### src/rtl/irq_pkg.sv
// Package: shared constants for the priority interrupt controller.
// Assumes source index order timer, serial, external pins 0..N-1.
package irq_pkg;

    localparam int SRC_TMR  = 0;
    localparam int SRC_SER  = 1;
    localparam int SRC_EXT0 = 2;

    localparam logic [7:0] VEC_TMR0   = 8'd8;
    localparam logic [7:0] VEC_TMR1   = 8'd18;
    localparam logic [7:0] VEC_TMR2   = 8'd19;
    localparam logic [7:0] VEC_SER_RX = 8'd20;
    localparam logic [7:0] VEC_SER_TX = 8'd21;

    localparam logic [3:0] A_MASK = 4'd0;
    localparam logic [3:0] A_MODE = 4'd1;
    localparam logic [3:0] A_PRI0 = 4'd2;
    localparam logic [3:0] A_EOI  = 4'd9;
    localparam logic [3:0] A_PEND = 4'd10;
    localparam logic [3:0] A_ISR  = 4'd11;

    // Vector for external pin j: 12..15 for pins 0..3, then 17 upward.
    function automatic logic [7:0] ext_vec(input int j);
        if (j < 4) return 8'(12 + j);
        return 8'(17 + (j - 4));
    endfunction

endpackage

### src/rtl/irq_edge_latch.sv
// Module: per-pin request conditioning for one external interrupt pin.
// In edge mode a rising edge sets a latch held until clr; in level mode
// the request follows the pin. Assumes pin is already synchronous to clk.
module irq_edge_latch (
    input  logic clk,
    input  logic rst_n,
    input  logic pin,
    input  logic edge_mode,
    input  logic clr,
    output logic req
);
    logic pin_d;
    logic lat_q;

    // Track previous pin value and the rising-edge latch; a new edge wins over clr.
    always_ff @(posedge clk) begin
        if (!rst_n) begin
            pin_d <= 1'b0;
            lat_q <= 1'b0;
        end else begin
            pin_d <= pin;
            if (!edge_mode)
                lat_q <= 1'b0;
            else if (pin && !pin_d)
                lat_q <= 1'b1;
            else if (clr)
                lat_q <= 1'b0;
        end
    end

    // Select the request source by mode.
    always_comb req = edge_mode ? lat_q : pin;

    AST_EDGE_CAPTURE: assert property (@(posedge clk) disable iff (!rst_n)
        (edge_mode && pin && !pin_d) |=> (req || !edge_mode));

endmodule

### src/rtl/irq_arbiter.sv
// Module: combinational priority pick among eligible sources.
// Smaller priority value wins; equal values resolve to the lower index.
module irq_arbiter #(
    parameter int NSRC = 7,
    parameter int PW   = 3,
    localparam int IW  = $clog2(NSRC)
) (
    input  logic [NSRC-1:0]         elig,
    input  logic [NSRC-1:0][PW-1:0] prio,
    output logic                    win_vld,
    output logic [IW-1:0]           win_idx
);
    logic [PW-1:0] best_p;

    // Scan from the highest index down so ties settle on the lowest index.
    always_comb begin
        win_vld = 1'b0;
        win_idx = '0;
        best_p  = '1;
        for (int i = NSRC - 1; i >= 0; i--) begin
            if (elig[i] && (!win_vld || prio[i] <= best_p)) begin
                win_vld = 1'b1;
                win_idx = IW'(i);
                best_p  = prio[i];
            end
        end
    end

endmodule

### src/rtl/irq_vec_sel.sv
// Module: maps the winning source and sub-request flags to a vector type.
// Assumes source order from irq_pkg.
module irq_vec_sel #(
    parameter int NSRC = 7,
    parameter int NTMR = 3,
    localparam int IW  = $clog2(NSRC)
) (
    input  logic [IW-1:0]   win_idx,
    input  logic [NTMR-1:0] tmr_chan,
    input  logic            ser_rx,
    input  logic            ser_tx,
    output logic [7:0]      vec
);
    import irq_pkg::*;

    logic [7:0] tmr_vec;
    logic [7:0] ext_tab [NSRC];

    // Timer channel decode: lowest set flag, channel 0 when none set.
    always_comb begin
        tmr_vec = VEC_TMR0;
        for (int c = NTMR - 1; c >= 0; c--) begin
            if (tmr_chan[c])
                tmr_vec = (c == 0) ? VEC_TMR0 : (c == 1) ? VEC_TMR1 : VEC_TMR2;
        end
    end

    // Build the per-index external vector table.
    for (genvar g = 0; g < NSRC; g++) begin : g_ext
        if (g >= SRC_EXT0) begin : g_pin
            assign ext_tab[g] = ext_vec(g - SRC_EXT0);
        end else begin : g_none
            assign ext_tab[g] = 8'd0;
        end
    end

    // Final vector mux on the winner index.
    always_comb begin
        if (int'(win_idx) == SRC_TMR)
            vec = tmr_vec;
        else if (int'(win_idx) == SRC_SER)
            vec = (ser_tx && !ser_rx) ? VEC_SER_TX : VEC_SER_RX;
        else
            vec = ext_tab[win_idx];
    end

endmodule

### src/rtl/prio_irq_ctrl.sv
// Module: top of the priority interrupt controller with shared sources.
// Holds mask, mode, priority and in-service state; gates eligibility by
// the in-service threshold and drives request and vector to the CPU.
// Assumes all inputs synchronous to clk and cpu_ack a one-cycle pulse.
module prio_irq_ctrl #(
    parameter int NEXT = 5,
    parameter int NTMR = 3,
    parameter int PW   = 3,
    parameter int AW   = 4,
    parameter int DW   = 8,
    localparam int NSRC = NEXT + 2,
    localparam int IW   = $clog2(NSRC)
) (
    input  logic            clk,
    input  logic            rst_n,
    input  logic [NEXT-1:0] ext_irq,
    input  logic            tmr_req,
    input  logic [NTMR-1:0] tmr_chan,
    input  logic            ser_req,
    input  logic            ser_rx,
    input  logic            ser_tx,
    input  logic            cpu_irq_dis,
    input  logic            cpu_ack,
    output logic            cpu_irq,
    output logic [7:0]      irq_vec,
    input  logic            wr_en,
    input  logic [AW-1:0]   wr_addr,
    input  logic [DW-1:0]   wr_data,
    input  logic [AW-1:0]   rd_addr,
    output logic [DW-1:0]   rd_data
);
    import irq_pkg::*;

    logic [NSRC-1:0]         mask_q;
    logic [NEXT-1:0]         mode_q;
    logic [NSRC-1:0][PW-1:0] prio_q;
    logic [NSRC-1:0]         isr_q;
    logic [NSRC-1:0]         pend;
    logic [NSRC-1:0]         elig;
    logic [PW:0]             thresh;
    logic                    win_vld;
    logic [IW-1:0]           win_idx;
    logic                    ack_take;
    logic                    eoi_wr;

    assign ack_take = cpu_ack && cpu_irq;
    assign eoi_wr   = wr_en && (wr_addr == AW'(A_EOI)) && (wr_data < DW'(NSRC));

    // Configuration registers: mask, edge mode and per-source priority.
    always_ff @(posedge clk) begin
        if (!rst_n) begin
            mask_q <= '1;
            mode_q <= '0;
            prio_q <= '1;
        end else if (wr_en) begin
            if (wr_addr == AW'(A_MASK)) mask_q <= wr_data[NSRC-1:0];
            if (wr_addr == AW'(A_MODE)) mode_q <= wr_data[NEXT-1:0];
            for (int i = 0; i < NSRC; i++)
                if (wr_addr == AW'(int'(A_PRI0) + i)) prio_q[i] <= wr_data[PW-1:0];
        end
    end

    // In-service register: set on accepted acknowledge, cleared by EOI.
    always_ff @(posedge clk) begin
        if (!rst_n) begin
            isr_q <= '0;
        end else begin
            for (int i = 0; i < NSRC; i++) begin
                if (ack_take && win_idx == IW'(i))
                    isr_q[i] <= 1'b1;
                else if (eoi_wr && wr_data[IW-1:0] == IW'(i))
                    isr_q[i] <= 1'b0;
            end
        end
    end

    // Shared sources are level requests straight from their units.
    assign pend[SRC_TMR] = tmr_req;
    assign pend[SRC_SER] = ser_req;

    // One conditioning latch per external pin.
    for (genvar j = 0; j < NEXT; j++) begin : g_pin
        irq_edge_latch u_lat (
            .clk       (clk),
            .rst_n     (rst_n),
            .pin       (ext_irq[j]),
            .edge_mode (mode_q[j]),
            .clr       (ack_take && win_idx == IW'(SRC_EXT0 + j)),
            .req       (pend[SRC_EXT0 + j])
        );
    end

    // Threshold: smallest priority in service, or one past the range if idle.
    always_comb begin
        thresh = {1'b1, {PW{1'b0}}};
        for (int i = 0; i < NSRC; i++)
            if (isr_q[i] && {1'b0, prio_q[i]} < thresh) thresh = {1'b0, prio_q[i]};
    end

    // Eligibility: pending, unmasked, not in service, strictly above threshold.
    always_comb begin
        for (int i = 0; i < NSRC; i++)
            elig[i] = pend[i] && !mask_q[i] && !isr_q[i] && ({1'b0, prio_q[i]} < thresh);
    end

    irq_arbiter #(.NSRC(NSRC), .PW(PW)) u_arb (
        .elig    (elig),
        .prio    (prio_q),
        .win_vld (win_vld),
        .win_idx (win_idx)
    );

    irq_vec_sel #(.NSRC(NSRC), .NTMR(NTMR)) u_vec (
        .win_idx  (win_idx),
        .tmr_chan (tmr_chan),
        .ser_rx   (ser_rx),
        .ser_tx   (ser_tx),
        .vec      (irq_vec)
    );

    // Request to the CPU, gated by the global disable.
    assign cpu_irq = win_vld && !cpu_irq_dis;

    // Combinational register read mux.
    always_comb begin
        rd_data = '0;
        if (rd_addr == AW'(A_MASK)) rd_data = DW'(mask_q);
        else if (rd_addr == AW'(A_MODE)) rd_data = DW'(mode_q);
        else if (rd_addr == AW'(A_PEND)) rd_data = DW'(pend);
        else if (rd_addr == AW'(A_ISR)) rd_data = DW'(isr_q);
        else
            for (int i = 0; i < NSRC; i++)
                if (rd_addr == AW'(int'(A_PRI0) + i)) rd_data = DW'(prio_q[i]);
    end

    AST_WIN_UNMASKED: assert property (@(posedge clk) disable iff (!rst_n)
        cpu_irq |-> !mask_q[win_idx]);
    AST_WIN_ABOVE_ISR: assert property (@(posedge clk) disable iff (!rst_n)
        cpu_irq |-> ({1'b0, prio_q[win_idx]} < thresh));
    AST_ACK_SETS_ISR: assert property (@(posedge clk) disable iff (!rst_n)
        ack_take |=> isr_q[$past(win_idx)]);
    AST_EOI_CLEARS: assert property (@(posedge clk) disable iff (!rst_n)
        (eoi_wr && !(ack_take && win_idx == wr_data[IW-1:0])) |=> !isr_q[$past(wr_data[IW-1:0])]);
    AST_TMR_VEC: assert property (@(posedge clk) disable iff (!rst_n)
        (cpu_irq && int'(win_idx) == SRC_TMR) |->
        (irq_vec == VEC_TMR0 || irq_vec == VEC_TMR1 || irq_vec == VEC_TMR2));

endmodule

### config.mk
export PLATFORM = sky130hd
export DESIGN_NAME = prio_irq_ctrl
export DESIGN_NICKNAME = d
export VERILOG_FILES = /design/src/rtl/irq_pkg.sv /design/src/rtl/irq_edge_latch.sv /design/src/rtl/irq_arbiter.sv /design/src/rtl/irq_vec_sel.sv /design/src/rtl/prio_irq_ctrl.sv
export SDC_FILE = /design/constraint.sdc
export NUM_CORES = 1
export LEC_CHECK = 0
export CORE_MARGIN = 8
export CORE_UTILIZATION = 64
export CTS_BUF_LIST = sky130_fd_sc_hd__clkbuf_4 sky130_fd_sc_hd__clkbuf_8
export CTS_CLUSTER_SIZE = 10
export DETAILED_ROUTE_END_ITERATION = 10
export PLACE_DENSITY = 0.95
export SYNTH_ARGS = -nofsm -noshare
export SYNTH_HDL_FRONTEND = slang
export SYNTH_HIERARCHICAL = 1
export SYNTH_SLANG_ARGS = --single-unit
### constraint.sdc
create_clock -name clk -period 55.3 [get_ports clk]
set_input_delay 13.825 -clock clk [delete_from_list [all_inputs] [get_ports clk]]
set_output_delay 13.825 -clock clk [all_outputs]
set_load 0.05 [all_outputs]
# After elaboration in Yosys (flattened, before gate mapping)
# Memories as Yosys holds them, arrays and structs flattened.
# Index checks and enable logic that the tools add are counted.
[classes] muxes=75 n_eq_ne=32 n_reduce_logical=121 bitwise=1 magnitude_cmp=21
[ops] operator="$mux 8" n=14
[ops] operator="$logic_and 1x1->1" n=57
[ops] operator="$lt 3x4->1" n=13
[ops] operator="$mux 3" n=14
[ops] operator="$mux 1" n=37
[ops] operator="$eq 4x3->1 const B" n=8
[ops] operator="$mux 4" n=7
[ops] operator="$reduce_and 2->1" n=14
[ops] operator="$logic_not 1->1" n=27
[ops] operator="$reduce_bool 2->1" n=12
[ops] operator="$eq 4x4->1 const B" n=5
[ops] operator="$eq 3x3->1 const B" n=6
[ops] operator="$le 3x3->1" n=6
[ops] operator="$eq 4x2->1 const B" n=4
[ops] operator="$eq 3x2->1 const B" n=5
[ops] operator="$mux 5" n=3
[ops] operator="$logic_not 3->1" n=3
[ops] operator="$eq 4x1->1 const B" n=2
[ops] operator="$logic_not 4->1" n=2
[ops] operator="$lt 8x3->1 const B" n=1
[ops] operator="$eq 3x1->1 const B" n=2
[ops] operator="$logic_or 1x1->1" n=6
[ops] operator="$ge 4x4->1 const B" n=1
[ops] operator="$not 3->4" n=1
[word_totals] reg_bits=50 n_memories=1 elab_cells=277 mem_bits_ro=64
[mem_list] name="(name not given)" words=8 width=8 read_ports=1 rd_ports_with_merged_regs=0 write_ports=0 line_no="irq_vec_sel.sv:44" text="vec = ext_tab[win_idx];"

# Longest topological paths before layout
[depth] depth_word=52 mapped_depth=89 mapped_depth_nobuf=87

# Modules after synthesis
# The synthesis kept the hierarchy.
[by_module_without_submodules] module="prio_irq_ctrl" cells_each=447 n_inst=1 area_each_um2=3463.3
[by_module_without_submodules] module="irq_arbiter" cells_each=114 n_inst=1 area_each_um2=849.6
[by_module_without_submodules] module="irq_edge_latch" cells_each=8 n_inst=5 area_each_um2=82.6
[by_module_without_submodules] module="irq_vec_sel" cells_each=22 n_inst=1 area_each_um2=150.1

# Least setup slack after synthesis
# No wires, ideal clock.
[synth_timing] path_kind="input to output" from="input port ext_irq[4]" to="output port irq_vec[3]" required_ns=41.475 t_arrival_ns=22.378 slack_ns=19.097 path_buffers=1 stages=43 path_cell_list="mux2_4 -> nand2_1 -> a21oi_1 -> or2b_1 -> ha_1 -> and3_1 -> a211o_1 -> nand2_1 -> o22ai_1 -> ha_1 -> o22ai_1 -> a31oi_1 -> a21bo_4 -> o221ai_1 -> and2_1 -> ha_1 -> and3b_1 -> a211oi_1 -> [... 7 more ...] -> o221ai_4 -> and3_2 -> nor2_1 -> ha_1 -> a21o_1 -> a21oi_1 -> o21a_1 -> mux2_2 -> ha_1 -> nor2b_1 -> o21a_1 -> o21ai_0 -> o21a_1 -> or2_2 -> a31oi_1 -> inv_1 -> ha_1 -> a21oi_1"
[synth_between] elab_chain_len=35
[synth_rtl] item="from (decl)" line_no="prio_irq_ctrl.sv:16" text="input logic [NEXT-1:0] ext_irq,"
[synth_rtl] item="$mux 1 (*)" line_no="irq_edge_latch.sv:32" text="always_comb req = edge_mode ? lat_q : pin;"
[synth_rtl] item="$logic_and 1x1->1 (*) (3 in series)" line_no="prio_irq_ctrl.sv:103" text="elig[i] = pend[i] && !mask_q[i] && !isr_q[i] && ({1'b0, prio_q[i]} < thresh);"
[synth_rtl] item="via elig[6]" line_no="prio_irq_ctrl.sv:39" text="logic [NSRC-1:0] elig;"
[synth_rtl] item="$mux 3 / $mux 1 (equally long branches)" line_no="irq_arbiter.sv:21" text="if (elig[i] && (!win_vld || prio[i] <= best_p)) begin"
[synth_rtl] item="$le 3x3->1 / $logic_not 1->1 (equally long branches)" line_no="irq_arbiter.sv:21"
[synth_rtl] item="$logic_or 1x1->1" line_no="irq_arbiter.sv:21"
[synth_rtl] item="$logic_and 1x1->1" line_no="irq_arbiter.sv:21"
[synth_rtl] item="$mux 3 / $mux 1 (equally long branches)" line_no="irq_arbiter.sv:21"
[synth_rtl] item="[... 18 more ...]"
[synth_rtl] item="$logic_and 1x1->1" line_no="irq_arbiter.sv:21"
[synth_rtl] item="$mux 3 (*)" line_no="irq_arbiter.sv:21"
[synth_rtl] item="via win_idx[1]" line_no="prio_irq_ctrl.sv:42" text="logic [IW-1:0] win_idx;"
[synth_rtl] item="$not 3->4 (not written as such)" line_no="irq_vec_sel.sv:44"
[synth_rtl] item="$mem_v2 8x8"
[synth_rtl] item="$mux 8 (not written as such) (2 in series)" line_no="irq_vec_sel.sv:44"
[synth_rtl] item="$mux 8" line_no="irq_vec_sel.sv:41" text="else if (int'(win_idx) == SRC_SER)"
[synth_rtl] item="$mux 8 (*)" line_no="irq_vec_sel.sv:39" text="if (int'(win_idx) == SRC_TMR)"
[synth_rtl] item="to (decl)" line_no="prio_irq_ctrl.sv:25" text="output logic [7:0] irq_vec,"
# The timed path passes the listed nets; every way through them passes the cells marked *. The select of a mux whose other input is x is not followed.

# Worst setup path after layout
[layout_timing] from="input port ext_irq[4]" to="output port irq_vec[2]"
[layout_between] elab_chain_len=35
[layout_rtl] item="$mux 1 (*)" line_no="irq_edge_latch.sv:32"
[layout_rtl] item="via pend[6]" line_no="prio_irq_ctrl.sv:38" text="logic [NSRC-1:0] pend;"
[layout_rtl] item="$logic_and 1x1->1 (*) (3 in series)" line_no="prio_irq_ctrl.sv:103"
[layout_rtl] item="via elig[6]" line_no="prio_irq_ctrl.sv:39"
[layout_rtl] item="$mux 3 / $mux 1 (equally long branches)" line_no="irq_arbiter.sv:21"
[layout_rtl] item="$le 3x3->1 / $logic_not 1->1 (equally long branches)" line_no="irq_arbiter.sv:21"
[layout_rtl] item="$logic_or 1x1->1" line_no="irq_arbiter.sv:21"
[layout_rtl] item="$logic_and 1x1->1" line_no="irq_arbiter.sv:21"
[layout_rtl] item="[... 19 more ...]"
[layout_rtl] item="$logic_and 1x1->1" line_no="irq_arbiter.sv:21"
[layout_rtl] item="$mux 3 (*)" line_no="irq_arbiter.sv:21"
[layout_rtl] item="via win_idx[1]" line_no="prio_irq_ctrl.sv:42"
[layout_rtl] item="$not 3->4 (not written as such)" line_no="irq_vec_sel.sv:44"
[layout_rtl] item="$mem_v2 8x8"
[layout_rtl] item="$mux 8 (not written as such) (2 in series)" line_no="irq_vec_sel.sv:44"
[layout_rtl] item="$mux 8" line_no="irq_vec_sel.sv:41"
[layout_rtl] item="$mux 8 (*)" line_no="irq_vec_sel.sv:39"
# Marked as above.

==> results.tsv <==
stage	metric	value	unit
timing	min_period	38.36	ns
setup_path	cp_slowest_stage_delay	0.82	ns
finish	drive_gt1_share	7.95	%
finish	fin_nets	722	
floorplanning	rows	32	
timing	rsz0062_at_grt	false	
setup_path	crit_fanout	11	
clocking	post_cts_resized	0	
floorplanning	coreArea	0.00757	mm^2
synthesis	synth-seq-cells	50	
clocking	cts_hold_buf	0	
finish	utilization	71.8	%
drt	drc	0	
synthesis	async_flop_share	0	%
synthesis	synth_xor_area_share	0	%
synthesis	synth_edf_count	0	
timing	hold_violations	0	
floorplanning	start_util	64.4	%
timing	fin_worst_skew	0.0109	ns
setup_path	endpoint	irq_vec[2]	
synthesis	avgSynthCellArea	7.83	um^2
synthesis	synth-simple-area-share	26.5	%
synthesis	yosys-top-cells-area	dfxtp_1 (21%), ha_1 (9.2%), mux2i_1 (7.4%), nand2_1 (6.3%), a21oi_1 (3.8%)	
global_routing	grt_pass1_wl	24000	um
synthesis	yosys_warnings	6	
setup_path	crit_path_top_delay_cell	clkdlybuf4s50_1	
placement	gp_congestion	1.02	
floorplanning	die_w	103	um
global_routing	antenna_found_initial	0	
drt	drt-vias-per-instance	6.70	
clocking	cts_made_buffers	5	
finish	ff_latch_area	0.00100	mm^2
finish	multiInputGateArea	0.00363	mm^2
timing	fmax	26.1	MHz
global_routing	grtUsageTotal	28.5	%
synthesis	yosysSeqAreaShare	20.5	%
clocking	clock_sinks	50	
timing	finalCritPeriodShare	69.4	%
clocking	clockBufferDepth	2	
timing	max_slew_margin	31.3	%
global_routing	grt_max_degree	48	
timing	setup-violations-final	0	
power	powerDensity	14.3	mW/mm^2
clocking	post_cts_buffers	0	
drt	detail-route-antenna-nets	0	
setup_path	cp.required	41.47	ns
drt	vias	5064	
setup_path	cpMostUsedCell	ha_1	
synthesis	syn_area	0.00488	mm^2
setup_path	r2r_end	g_pin[4].u_lat/lat_q	
synthesis	synth_cell_types	87	
drt	wl_per_cell	20.3	um
synthesis	synth_adder_area_share	9.44	%
finish	area.growth.synth_to_final	11.5	%
synthesis	synth_area_leader_cell	dfxtp_1	
finish	fillers	551	
status	status	completed	
placement	portBuffers	45	
setup_path	start_kind	primary input	
drt	dr.pass1.iters	6	
synthesis	synth_commonest_cells	nand2_1 (82), dfxtp_1 (50), nor2_1 (48), a21oi_1 (37)	
global_routing	grt_pass1_vias	5046	
global_routing	grt-ovfl-total	0	
timing	tightest_slew	1.03	ns
clocking	cts-root-buf	clkbuf_8	
drt	drt_iter0_drc	566	
clocking	clk_pin_slew_worst_paths	0.10	ns
clocking	htreeDepth	2	
synthesis	yosysMostFrequentCell	nand2_1	
clocking	clkLatencyLatePin	0.31	ns
min_path	min_path_type	reg -> reg	
setup_path	rr_worst_depth	82	
synthesis	muxShareOfSynthArea	11.0	%
setup_path	r2r_start	isr_q[0]	
clocking	cts_tree	done	
setup_path	arrival	24.54	ns
power	leakagePower	2.27	nW
setup_path	critPathLaunch	ext_irq[4]	
finish	antenna_cells	0	
floorplanning	die_h	103	um
synthesis	syn_inst	623	
floorplanning	dieArea	0.0107	mm^2
drt	wl	15300	um
synthesis	synth_compound_area_share	27.2	%
timing	tns	0	ns
synthesis	synthFlopType	dfxtp_1	
timing	finalMaxSlewViolations	0	
setup_path	critical_path.endpoint_type	output port	
power	ir_drop	0.0000202	V
setup_path	critical_path_class	in -> out	
floorplanning	ios	50	
placement	dpl.hpwl	11500	um
setup_path	rrSetupSlack	36.85	ns
synthesis	synth_top_family_by_area	compound AO/OA/AOI/OAI gates	
synthesis	post-synth-top-area-fraction	20.5	%
flow_run	cap_violations	0	
[per-layer routing]
metal	track usage [%]	up-vias	routed length, um
met2	51.1	301	7520
met1	32.6	2367	5870
met3	3.75	72	1280
met4	13.5	0	655
li1	-	2324	-
met5	0	-	0
[placed cells by master, fill, tap and decap left out, drive strengths merged, types with 5 or more instances in the layout]
cell,n
nand3,16
and2,19
or3,6
o22ai,6
nor3,6
o221ai,5
o211ai,17
nor2b,17
a21oi,37
clkdlybuf4s50,45
nor2,49
nand2b,22
o31ai,8
mux2i,36
o21a,18
o21ai,26
and3,8
clkbuf,5
ha,36
dfxtp,50
nor3b,5
a21boi,5
inv,36
a31oi,12
a21o,7
mux2,12
nand2,83
[how the worst min path moves through the flow]
stage / cells past startpoint / endpoint / slack (ns) / from
final: 2 / g_pin[3].u_lat/lat_q / 0.47 / g_pin[3].u_lat/lat_q
after detailed placement: 2 / g_pin[3].u_lat/lat_q / 0.46 / g_pin[3].u_lat/lat_q
after global routing: 2 / g_pin[0].u_lat/lat_q / 0.51 / g_pin[0].u_lat/pin_d
after global placement: 2 / g_pin[0].u_lat/lat_q / 0.45 / g_pin[0].u_lat/lat_q
after CTS: 2 / g_pin[3].u_lat/lat_q / 0.47 / g_pin[3].u_lat/lat_q
after floorplan: 2 / g_pin[0].u_lat/lat_q / 0.44 / g_pin[0].u_lat/lat_q
[state kept, by name (all words and copies together), names as in the netlist]
signal	cells
g_pin.u_lat/lat_q	5
prio_q	21
isr_q	7
mask_q	7
g_pin.u_lat/pin_d	5
mode_q	5
[through the flow]
step,std cells,power [mW],instance area (um^2),hold WS [ns],setup WS [ns]
global placement,748,0.0550,5340,0.451,17.68
CTS,756,0.0773,5440,0.473,17.18
floorplan,625,0.0492,4880,0.440,19.10
global route,756,0.0798,5440,0.511,16.25
detailed placement,748,0.0556,5340,0.458,17.24
finish,756,0.0780,5440,0.472,16.94
[cell type report]
type	count	share of cell area (%)
repair buffers	46	8.43
flip-flops and latches	50	18.4
well taps	102	2.35
clock inverters	3	0.414
inverters	34	2.35
multi-input cells	516	66.8
clock buffers	5	1.27
[power by group]
part           switching, mW  internal, mW
logic                 0.0108       0.00723
clock network         0.0134       0.00918
registers           0.000838        0.0366
total                 0.0250        0.0530
[worst max-delay path, delay by kind of cell]
kind,cells,cell delay [ns]
AOI/OAI and AO/OA,24,5.27
and+or+nand+nor,8,1.21
muxes,2,0.54
adders and majority gates,7,1.97
buffers and inverters,5,1.72
[cell families (layout without fill, tap and decap cells)]
group,count (synthesis),count (layout)
other,2,4
buffers and inverters,59,88
adders and majority gates,37,37
AOI/OAI and AO/OA,176,176
and+or+nand+nor,250,250
muxes,49,49
DFF,50,50
(Power assumes the default switching activity.)
